$ cat config.mk
export PLATFORM = sky130hd
export DESIGN_NAME = tmr_block
export DESIGN_NICKNAME = d
export VERILOG_FILES = /design/src/rtl/tmr_pkg.sv /design/src/rtl/tmr_sync.sv /design/src/rtl/tmr_prescaler.sv /design/src/rtl/tmr_channel.sv /design/src/rtl/tmr_block.sv
export SDC_FILE = /design/constraint.sdc
export NUM_CORES = 1
export LEC_CHECK = 0
export ABC_AREA = 1
export CORE_MARGIN = 1.5
export CORE_UTILIZATION = 40
export DETAILED_ROUTE_END_ITERATION = 10
export DONT_BUFFER_PORTS = 1
export PLACE_DENSITY_LB_ADDON = 0.12
export SLEW_MARGIN = 15
export SYNTH_ARGS = -nofsm -noshare
export SYNTH_HDL_FRONTEND = slang
export SYNTH_SLANG_ARGS = --single-unit
$ cat constraint.sdc
create_clock -name clk -period 2 [get_ports clk]
set_input_delay 0.2 -clock clk [delete_from_list [all_inputs] [get_ports clk]]
set_output_delay 0.2 -clock clk [all_outputs]
set_load 0.02 [all_outputs]
$ cat src/rtl/tmr_pkg.sv
package tmr_pkg;
   localparam int NUM_DIV  = 4;
   localparam int NUM_INT  = NUM_DIV + 1;
   localparam int NUM_XC   = 3;
   localparam int SEL_W    = 3;
   localparam int DIV_LOG2 [NUM_DIV] = '{1, 3, 5, 7};

   localparam int CH_STRIDE = 8;
   localparam int OFF_CTRL  = 0;
   localparam int OFF_MODE  = 1;
   localparam int OFF_CMP   = 2;
   localparam int OFF_CNT   = 3;
   localparam int OFF_STAT  = 4;
   localparam int OFF_IEN   = 5;

   localparam int FLAG_W    = 2;
   localparam int MODE_W    = 7;

   typedef struct packed {
      logic             reload_on_match;
      logic             b_level;
      logic             b_drive;
      logic             a_drive;
      logic [SEL_W-1:0] src;
   } ch_mode_t;
endpackage

$ cat src/rtl/tmr_sync.sv
module tmr_sync #(
   parameter int WIDTH  = 1,
   parameter int STAGES = 2
) (
   input  logic             clk,
   input  logic             rst_n,
   input  logic [WIDTH-1:0] d_async,
   output logic [WIDTH-1:0] q_sync
);
   if (STAGES < 2) begin : g_bad_stages
      $error("tmr_sync needs at least two stages");
   end
   if (WIDTH < 1) begin : g_bad_width
      $error("tmr_sync width must be positive");
   end

   logic [WIDTH-1:0] stage_q [STAGES];

   always_ff @(posedge clk or negedge rst_n) begin
      if (!rst_n) begin
         for (int s = 0; s < STAGES; s++) stage_q[s] <= '0;
      end else begin
         stage_q[0] <= d_async;
         for (int s = 1; s < STAGES; s++) stage_q[s] <= stage_q[s-1];
      end
   end

   assign q_sync = stage_q[STAGES-1];
endmodule

$ cat src/rtl/tmr_prescaler.sv
module tmr_prescaler
   import tmr_pkg::*;
#(
   parameter int MAX_LOG2 = 7
) (
   input  logic               clk,
   input  logic               rst_n,
   input  logic               slow_lvl,
   output logic [NUM_INT-1:0] tick
);
   if (DIV_LOG2[NUM_DIV-1] > MAX_LOG2) begin : g_bad_div
      $error("prescaler divider too narrow for largest ratio");
   end

   logic [MAX_LOG2-1:0] div_q;
   logic [NUM_DIV-1:0]  div_nxt;
   logic [NUM_DIV-1:0]  div_tick_q;
   logic                slow_prev_q;
   logic                slow_tick_q;

   for (genvar i = 0; i < NUM_DIV; i++) begin : g_div
      localparam logic [MAX_LOG2-1:0] LOW_MASK =
         MAX_LOG2'((64'd1 << DIV_LOG2[i]) - 64'd1);
      assign div_nxt[i] = (div_q & LOW_MASK) == LOW_MASK;
   end

   always_ff @(posedge clk or negedge rst_n) begin
      if (!rst_n) begin
         div_q       <= '0;
         div_tick_q  <= '0;
         slow_prev_q <= 1'b0;
         slow_tick_q <= 1'b0;
      end else begin
         div_q       <= div_q + 1'b1;
         div_tick_q  <= div_nxt;
         slow_prev_q <= slow_lvl;
         slow_tick_q <= slow_lvl & ~slow_prev_q;
      end
   end

   assign tick = {slow_tick_q, div_tick_q};

   // a slower enable always coincides with every faster one
   p_nested_tick_r3: assert property (@(posedge clk) disable iff (!rst_n)
      tick[3] |-> (tick[2] && tick[1] && tick[0]));
   // divide-by-2 enable alternates
   p_half_rate_r3: assert property (@(posedge clk) disable iff (!rst_n)
      tick[0] |=> !tick[0]);
   // slow clock edge enable is a single-cycle pulse
   p_slow_pulse_r3: assert property (@(posedge clk) disable iff (!rst_n)
      tick[4] |=> !tick[4]);
endmodule

$ cat src/rtl/tmr_channel.sv
module tmr_channel
   import tmr_pkg::*;
#(
   parameter int CNT_W = 16
) (
   input  logic               clk,
   input  logic               rst_n,
   input  logic [NUM_INT-1:0] int_tick,
   input  logic [NUM_XC-1:0]  xc_tick,
   input  ch_mode_t           mode,
   input  logic [CNT_W-1:0]   cmp_val,
   input  logic               trig,
   input  logic               stop,
   input  logic               clr_flags,
   input  logic [FLAG_W-1:0]  ien,
   output logic [CNT_W-1:0]   cnt,
   output logic [FLAG_W-1:0]  flags,
   output logic               running,
   output logic               a_level,
   output logic               irq
);
   if (CNT_W < 2) begin : g_bad_cnt
      $error("tmr_channel counter too narrow");
   end

   logic tick_sel;
   logic adv;
   logic hit;
   logic wrap;

   always_comb begin
      case (mode.src)
         3'd0:    tick_sel = int_tick[0];
         3'd1:    tick_sel = int_tick[1];
         3'd2:    tick_sel = int_tick[2];
         3'd3:    tick_sel = int_tick[3];
         3'd4:    tick_sel = int_tick[4];
         3'd5:    tick_sel = xc_tick[0];
         3'd6:    tick_sel = xc_tick[1];
         default: tick_sel = xc_tick[2];
      endcase
   end

   assign adv  = running & tick_sel & ~trig;
   assign hit  = adv & (cnt == cmp_val);
   assign wrap = adv & (cnt == {CNT_W{1'b1}});

   always_ff @(posedge clk or negedge rst_n) begin
      if (!rst_n) begin
         cnt     <= '0;
         running <= 1'b0;
         a_level <= 1'b0;
      end else if (trig) begin
         cnt     <= '0;
         running <= 1'b1;
         a_level <= 1'b0;
      end else begin
         if (stop) running <= 1'b0;
         if (adv) begin
            if (hit && mode.reload_on_match) cnt <= '0;
            else                             cnt <= cnt + 1'b1;
         end
         if (hit) a_level <= ~a_level;
      end
   end

   always_ff @(posedge clk or negedge rst_n) begin
      if (!rst_n) flags <= '0;
      else        flags <= (flags & ~{FLAG_W{clr_flags}}) | {hit, wrap};
   end

   assign irq = |(flags & ien);

   // a trigger leaves the counter at zero and running
   p_trig_clears_r2: assert property (@(posedge clk) disable iff (!rst_n)
      trig |=> (cnt == '0) && running);
   // a stopped counter holds its value
   p_stop_holds_r2: assert property (@(posedge clk) disable iff (!rst_n)
      (!running && !trig) |=> $stable(cnt));
   // no enable, no movement
   p_no_tick_hold_r3: assert property (@(posedge clk) disable iff (!rst_n)
      (!tick_sel && !trig) |=> $stable(cnt));
   // overflow flag stays until a status read
   p_ovf_sticky_r5: assert property (@(posedge clk) disable iff (!rst_n)
      (flags[0] && !clr_flags) |=> flags[0]);
   // wrapping lands on zero
   p_wrap_zero_r5: assert property (@(posedge clk) disable iff (!rst_n)
      wrap |=> (cnt == '0) && flags[0]);
   // a match toggles the A line level
   p_match_toggle_r6: assert property (@(posedge clk) disable iff (!rst_n)
      hit |=> (a_level != $past(a_level)) && flags[1]);
   // a read with no new event leaves both flags clear
   p_read_clears_r7: assert property (@(posedge clk) disable iff (!rst_n)
      (clr_flags && !hit && !wrap) |=> (flags == '0));
   // an interrupt needs an enabled flag
   p_irq_masked_r8: assert property (@(posedge clk) disable iff (!rst_n)
      irq |-> ((ien & flags) != '0));
endmodule

$ cat src/rtl/tmr_block.sv
module tmr_block
   import tmr_pkg::*;
#(
   parameter int NUM_CH  = 3,
   parameter int CNT_W   = 16,
   parameter int ADDR_W  = 5,
   parameter int DATA_W  = 32,
   parameter int SYNC_ST = 2
) (
   input  logic              clk,
   input  logic              rst_n,
   input  logic              bus_wr,
   input  logic              bus_rd,
   input  logic [ADDR_W-1:0] bus_addr,
   input  logic [DATA_W-1:0] bus_wdata,
   output logic [DATA_W-1:0] bus_rdata,
   input  logic              slow_clk,
   input  logic [NUM_XC-1:0] tclk,
   input  logic [NUM_CH-1:0] tio_a_in,
   output logic [NUM_CH-1:0] tio_a_out,
   output logic [NUM_CH-1:0] tio_a_oe,
   input  logic [NUM_CH-1:0] tio_b_in,
   output logic [NUM_CH-1:0] tio_b_out,
   output logic [NUM_CH-1:0] tio_b_oe,
   output logic [NUM_CH-1:0] irq
);
   localparam int BLK_CTRL_W = NUM_CH * CH_STRIDE;
   localparam int BLK_MODE_W = BLK_CTRL_W + 1;
   localparam logic [ADDR_W-1:0] A_BCTRL = ADDR_W'(BLK_CTRL_W);
   localparam logic [ADDR_W-1:0] A_BMODE = ADDR_W'(BLK_MODE_W);

   if (BLK_MODE_W >= (1 << ADDR_W)) begin : g_bad_addr
      $error("address width too small for register map");
   end
   if (CNT_W > DATA_W || DATA_W < 11) begin : g_bad_data
      $error("data width too small for counter or status");
   end
   if (NUM_CH < 2) begin : g_bad_ch
      $error("chaining needs at least two channels");
   end

   logic [NUM_INT-1:0]  int_tick;
   logic                slow_s;
   logic [NUM_XC-1:0]   tclk_s;
   logic [NUM_CH-1:0]   a_in_s;
   logic [NUM_CH-1:0]   b_in_s;
   logic [NUM_XC-1:0]   chain_q;
   logic [NUM_XC-1:0]   xc_lvl;
   logic [NUM_XC-1:0]   xc_prev_q;
   logic [NUM_XC-1:0]   xc_tick;
   logic [NUM_CH-1:0]   a_lvl;
   logic [NUM_CH-1:0]   run_vec;
   logic [NUM_CH-1:0]   zero_vec;
   logic [DATA_W-1:0]   rd_part [NUM_CH];
   logic [DATA_W-1:0]   rd_blk;
   logic [DATA_W-1:0]   rd_nxt;
   logic                blk_start;

   tmr_sync #(.WIDTH(1), .STAGES(SYNC_ST)) u_sync_slow (
      .clk(clk), .rst_n(rst_n), .d_async(slow_clk), .q_sync(slow_s));
   tmr_sync #(.WIDTH(NUM_XC), .STAGES(SYNC_ST)) u_sync_tclk (
      .clk(clk), .rst_n(rst_n), .d_async(tclk), .q_sync(tclk_s));
   tmr_sync #(.WIDTH(2*NUM_CH), .STAGES(SYNC_ST)) u_sync_tio (
      .clk(clk), .rst_n(rst_n), .d_async({tio_b_in, tio_a_in}),
      .q_sync({b_in_s, a_in_s}));

   tmr_prescaler #(.MAX_LOG2(DIV_LOG2[NUM_DIV-1])) u_presc (
      .clk(clk), .rst_n(rst_n), .slow_lvl(slow_s), .tick(int_tick));

   assign blk_start = bus_wr && (bus_addr == A_BCTRL) && bus_wdata[0];

   always_ff @(posedge clk or negedge rst_n) begin
      if (!rst_n)                          chain_q <= '0;
      else if (bus_wr && bus_addr == A_BMODE) chain_q <= bus_wdata[NUM_XC-1:0];
   end

   for (genvar x = 0; x < NUM_XC; x++) begin : g_xc
      localparam int SRC_CH = (x + NUM_CH - 1) % NUM_CH;
      assign xc_lvl[x] = chain_q[x] ? a_lvl[SRC_CH] : tclk_s[x];
   end

   always_ff @(posedge clk or negedge rst_n) begin
      if (!rst_n) xc_prev_q <= '0;
      else        xc_prev_q <= xc_lvl;
   end
   assign xc_tick = xc_lvl & ~xc_prev_q;

   for (genvar c = 0; c < NUM_CH; c++) begin : g_ch
      localparam logic [ADDR_W-1:0] A_CTRL = ADDR_W'(c*CH_STRIDE + OFF_CTRL);
      localparam logic [ADDR_W-1:0] A_MODE = ADDR_W'(c*CH_STRIDE + OFF_MODE);
      localparam logic [ADDR_W-1:0] A_CMP  = ADDR_W'(c*CH_STRIDE + OFF_CMP);
      localparam logic [ADDR_W-1:0] A_CNT  = ADDR_W'(c*CH_STRIDE + OFF_CNT);
      localparam logic [ADDR_W-1:0] A_STAT = ADDR_W'(c*CH_STRIDE + OFF_STAT);
      localparam logic [ADDR_W-1:0] A_IEN  = ADDR_W'(c*CH_STRIDE + OFF_IEN);

      ch_mode_t            mode_q;
      logic [CNT_W-1:0]    cmp_q;
      logic [FLAG_W-1:0]   ien_q;
      logic [CNT_W-1:0]    cnt;
      logic [FLAG_W-1:0]   flags;
      logic                wr_ctrl;
      logic                trig;
      logic                stop;
      logic                clr;
      logic [DATA_W-1:0]   rd_c;

      assign wr_ctrl = bus_wr && (bus_addr == A_CTRL);
      assign trig    = (wr_ctrl && bus_wdata[0]) || blk_start;
      assign stop    = wr_ctrl && bus_wdata[1];
      assign clr     = bus_rd && (bus_addr == A_STAT);

      always_ff @(posedge clk or negedge rst_n) begin
         if (!rst_n) begin
            mode_q <= '0;
            cmp_q  <= '0;
            ien_q  <= '0;
         end else if (bus_wr) begin
            if (bus_addr == A_MODE) mode_q <= ch_mode_t'(bus_wdata[MODE_W-1:0]);
            if (bus_addr == A_CMP)  cmp_q  <= bus_wdata[CNT_W-1:0];
            if (bus_addr == A_IEN)  ien_q  <= bus_wdata[FLAG_W-1:0];
         end
      end

      tmr_channel #(.CNT_W(CNT_W)) u_ch (
         .clk(clk), .rst_n(rst_n),
         .int_tick(int_tick), .xc_tick(xc_tick),
         .mode(mode_q), .cmp_val(cmp_q),
         .trig(trig), .stop(stop), .clr_flags(clr), .ien(ien_q),
         .cnt(cnt), .flags(flags), .running(run_vec[c]),
         .a_level(a_lvl[c]), .irq(irq[c]));

      assign zero_vec[c]  = (cnt == '0);
      assign tio_a_out[c] = a_lvl[c];
      assign tio_a_oe[c]  = mode_q.a_drive;
      assign tio_b_out[c] = mode_q.b_level;
      assign tio_b_oe[c]  = mode_q.b_drive;

      always_comb begin
         rd_c = '0;
         if (bus_addr == A_MODE) rd_c = DATA_W'(mode_q);
         if (bus_addr == A_CMP)  rd_c = DATA_W'(cmp_q);
         if (bus_addr == A_CNT)  rd_c = DATA_W'(cnt);
         if (bus_addr == A_STAT)
            rd_c = DATA_W'({b_in_s[c], a_in_s[c], run_vec[c], 6'b0, flags});
         if (bus_addr == A_IEN)  rd_c = DATA_W'(ien_q);
      end
      assign rd_part[c] = rd_c;
   end

   assign rd_blk = (bus_addr == A_BMODE) ? DATA_W'(chain_q) : '0;

   always_comb begin
      rd_nxt = rd_blk;
      for (int c = 0; c < NUM_CH; c++) rd_nxt = rd_nxt | rd_part[c];
   end

   always_ff @(posedge clk or negedge rst_n) begin
      if (!rst_n)      bus_rdata <= '0;
      else if (bus_rd) bus_rdata <= rd_nxt;
   end

   // block start clears and starts every channel on one edge
   p_block_start_r9: assert property (@(posedge clk) disable iff (!rst_n)
      blk_start |=> (&run_vec) && (&zero_vec));
   // external clock enables are single-cycle pulses
   p_xc_pulse_r4: assert property (@(posedge clk) disable iff (!rst_n)
      (xc_tick != '0) |=> ((xc_tick & $past(xc_tick)) == '0));
   // read data only changes after a read strobe
   p_rdata_hold_r12: assert property (@(posedge clk) disable iff (!rst_n)
      !bus_rd |=> $stable(bus_rdata));
endmodule

==> summary.md <==
| Metric | Value |
|---|---|
| Syn. warnings | `0` |
| HP Class | `in2async` |
| Clk_skew | `14.26 ps` |
| Vias in the first global route | `9169` |
| Post-synthesis sequential area ratio | `43.69%` |
| Critical Path Sink Type | `flop` |
| Slew HR | `25.75%` |
| Floorplan row count | `60` |
| Final setup viols | `0` |
| Largest net degree at the start of global routing | `191` |
| CTS tree | `done` |
| Failing checks | `negative hold slack` |
| Root buffer cell | `clkbuf_16` |
| RSZ-0062 raised after global routing | `false` |
| Inserted Diodes | `0` |
| Post-synth top area share | `43.69%` |
| Most Used Layer, Global Route | `met2` |
| Layout cells sized above 1 | `9.411%` |
| Htree depth | `4` |
| Final hold violations | `190` |
| Die Area | `28210 um2` |
| Top cells by area, synth | `dfrtp_1 (44%), nand2_1 (18%), nor2_1 (5.5%)` |
| Max clock buf depth | `2` |
| Critical Path RT | `2330 ps` |
| Worst hold slack | `-559.5 ps` |
| Initial DRC count | `861` |
| Port buffer count | `0` |
| First-pass GRT wire length | `54870 um` |
| Peak VDD IR | `0.5770 mV` |
| Routed wire length | `35160 um` |
| Post-synth top flop | `dfrtp_1` |
| Hold_buf cts | `24` |
| Met2 Track Usage GR | `39.84%` |
| Die width | `167.9 um` |
| Initial core utilization | `40.61%` |
| Clk slew on worst S/H paths | `80 ps` |
| Number of synthesized flops with an enable pin | `0` |
| CTS sink count | `190` |
| Final setup TNS | `0 ps` |
| CORE AREA | `26800 um2` |
| Pwr Density | `937.5 nW/um2` |
| Met1 Use GR | `36.46%` |
| DIE HEIGHT | `167.9 um` |
| DR vias/cell | `5.039` |
| P&R area growth vs syn | `13.36%` |
| Final layout net count | `1606` |
| Post-Syn Area | `10880 um2` |
| # Max-Cap Violations | `0` |
| All-Layer GR Usage | `25.90%` |
| Drc violations | `0` |
| Status | `finished with violations` |
| WL per Instance | `18.47 um` |
| Data arrival, critical path | `2190 ps` |
| Number of distinct library cells after synthesis | `41` |
| Global route total overflow | `0` |
| CTS buffer count | `17` |
| WS Path Type | `reg2reg` |
| Max FO, Critical Path | `16` |
| Met3 Resource Use GR | `5.501%` |
| Final Util | `46.03%` |
| Synth area leader | `dfrtp_1` |
| Final HPWL from detailed placement | `25770 um` |
| Initial antenna violation count | `0` |
| Period minus WS final | `1865 ps` |
| Synth Register Bits | `190` |
| DRT antenna net count | `0` |
| Syn Inst Count | `1501` |
| Fillers | `2721` |
| Crit path launch type | `flop` |
| Worst skew pair latency | `450 ps` |
| Vias | `9589` |
| Placer Congestion | `0.9261` |
| I/O pin total | `98` |
| Pleak | `5.910 nW` |
| Worst-Margin Slew | `1110 ps` |
| Tcrit/Tclk final | `93.23%` |
| Max Fclk | `536.3 MHz` |
| Post-synthesis async set-or-reset flop share | `100.0%` |
| Max-slew violations | `0` |
| Drt first pass iters | `6` |
| Syn Area/Cell | `7.250 um2` |
-- final cells by class --
| cell class | count | area [um2] | area share (%) |
|---|---|---|---|
| multi-input cells | 1088 | 5126 | 41.55 |
| flip-flops and latches | 190 | 4757 | 38.56 |
| repair buffers | 90 | 798.3 | 6.471 |
| inverters | 162 | 608.1 | 4.929 |
| clock buffers | 19 | 442.9 | 3.590 |
| well taps | 341 | 426.7 | 3.458 |
| clock inverters | 13 | 177.7 | 1.440 |
-- cells in the mapped netlist, types with 4 or more instances --
library cell / number
nand4_1: 41
clkbuf_1: 19
inv_1: 151
o221ai_1: 6
inv_2: 9
ha_1: 6
o211ai_1: 6
nor2_2: 8
nor2_4: 9
buf_4: 36
nand2_1: 522
o21ai_0: 120
xor2_1: 11
a31oi_1: 9
xnor2_1: 38
dfrtp_1: 190
nor2_1: 160
nand3_1: 47
buf_6: 4
o22ai_1: 5
nand2_2: 5
buf_2: 13
nor3_1: 25
a21oi_1: 30
-- report_power, final --
group          total (mW)  internal, mW  switching [mW]
Clock                3.72          2.04            1.68
Sequential           5.13          4.41           0.722
Combinational        2.72          1.07            1.65
-- worst max-delay path: stages, from the launching register on --
cell and delay, ps:
dfrtp_1 440, xnor2_1 260, nand2_1 70, nor2_1 90
nand2_1 140, nor2_4 220, nand4_4 290, nand2_1 160
nand2_1 60
-- per-stage QoR --
step	instances	hold slack (ps)	total power, mW	setup WS (ps)	instance area, um2
CTS	1901	-567.2	11.59	83.88	12290
floorplan	1516	-95.59	7.007	403.7	10940
detailed placement	1845	-85.96	7.801	95.76	11430
global route	1903	-578.0	12.20	3.027	12340
finish	1903	-559.5	11.57	135.5	12340
global placement	1845	-86.54	7.758	109.4	11430
-- metal layers --
layer / routed length [um] / vias up
met3: 2324 / 39
met5: 0 / -
met1: 16600 / 4472
li1: - / 4789
met4: 823 / 0
met2: 15410 / 289
-- timing repair --
| action | CTS | global route |
|---|---|---|
| resized for setup | 0 | 8 |
| setup endpoints to repair | 0 | 41 |
| setup buffers | 0 | 2 |
| endpoints found under the hold margin | 243 | 190 |
-- layout by cell type, fill, tap and decap left out, types with 5 or more instances in the layout --
cell,n
nand2_2,7
nor2_2,9
nor3_1,24
o21ai_0,120
nand4_1,41
dlygate4sd3_1,24
nor2_1,158
nor2_4,10
dfrtp_1,188
inv_1,151
nand2_1,520
clkbuf_16,17
conb_1,16
a21oi_1,30
nand3_1,47
xnor2_1,38
buf_4,61
o211ai_1,6
ha_1,6
o22ai_1,5
xor2_1,11
buf_12,5
o221ai_1,6
inv_2,9
a31oi_1,9
-- registers in the layout, indices dropped and copies added (netlist names), 4 cells and up --
register and cells:
g_ch.cmp_q 48, g_ch.u_ch.flags 6, g_ch.ien_q 6, u_sync_tio.stage_q 6, u_presc.div_q 7, g_ch.mode_q 12, u_sync_tio.q_sync 6, u_presc.div_tick_q 4
g_ch.u_ch.cnt 48, bus_rdata 16
-- path summary, 6_finish.rpt --
path | startpoint | to | slack [ps] | cells past startpoint
worst max register to register | g_ch[0].u_ch.cnt[15]$_DFFE_PN0P_ | g_ch[0].u_ch.cnt[13]$_DFFE_PN0P_ | 140 | 8
worst max-delay path | g_ch[0].u_ch.cnt[15]$_DFFE_PN0P_ | g_ch[0].u_ch.cnt[13]$_DFFE_PN0P_ | 140 | 8
min in group clk | bus_wr | g_ch[0].mode_q[0]$_DFFE_PN0P_ | 10 | 2
worst min-delay path | rst_n | g_ch[0].cmp_q[6]$_DFFE_PN0P_ | -560 | 0
worst min register to register | u_sync_tio.stage_q[10]$_DFF_PN0_ | u_sync_tio.q_sync[4]$_DFF_PN0_ | 350 | 0
max in group asynchronous | rst_n | g_ch[1].u_ch.cnt[0]$_DFFE_PN0P_ | 2080 | 0
-- logic make-up (layout without fill, tap and decap cells) --
family                     Yosys count  after routing  synth area share [%]
DFF                                190            190                 43.69
AOI/OAI and AO/OA                  186            186                 9.496
buffers and inverters              238            284                 9.910
xor gates and xnor gates            49             49                 3.943
adders and majority gates            6              6                0.6898
other                                1             16               0.03446
and+or+nand+nor                    831            831                 32.24
Note: power is estimated with default switching activity, not from simulation.
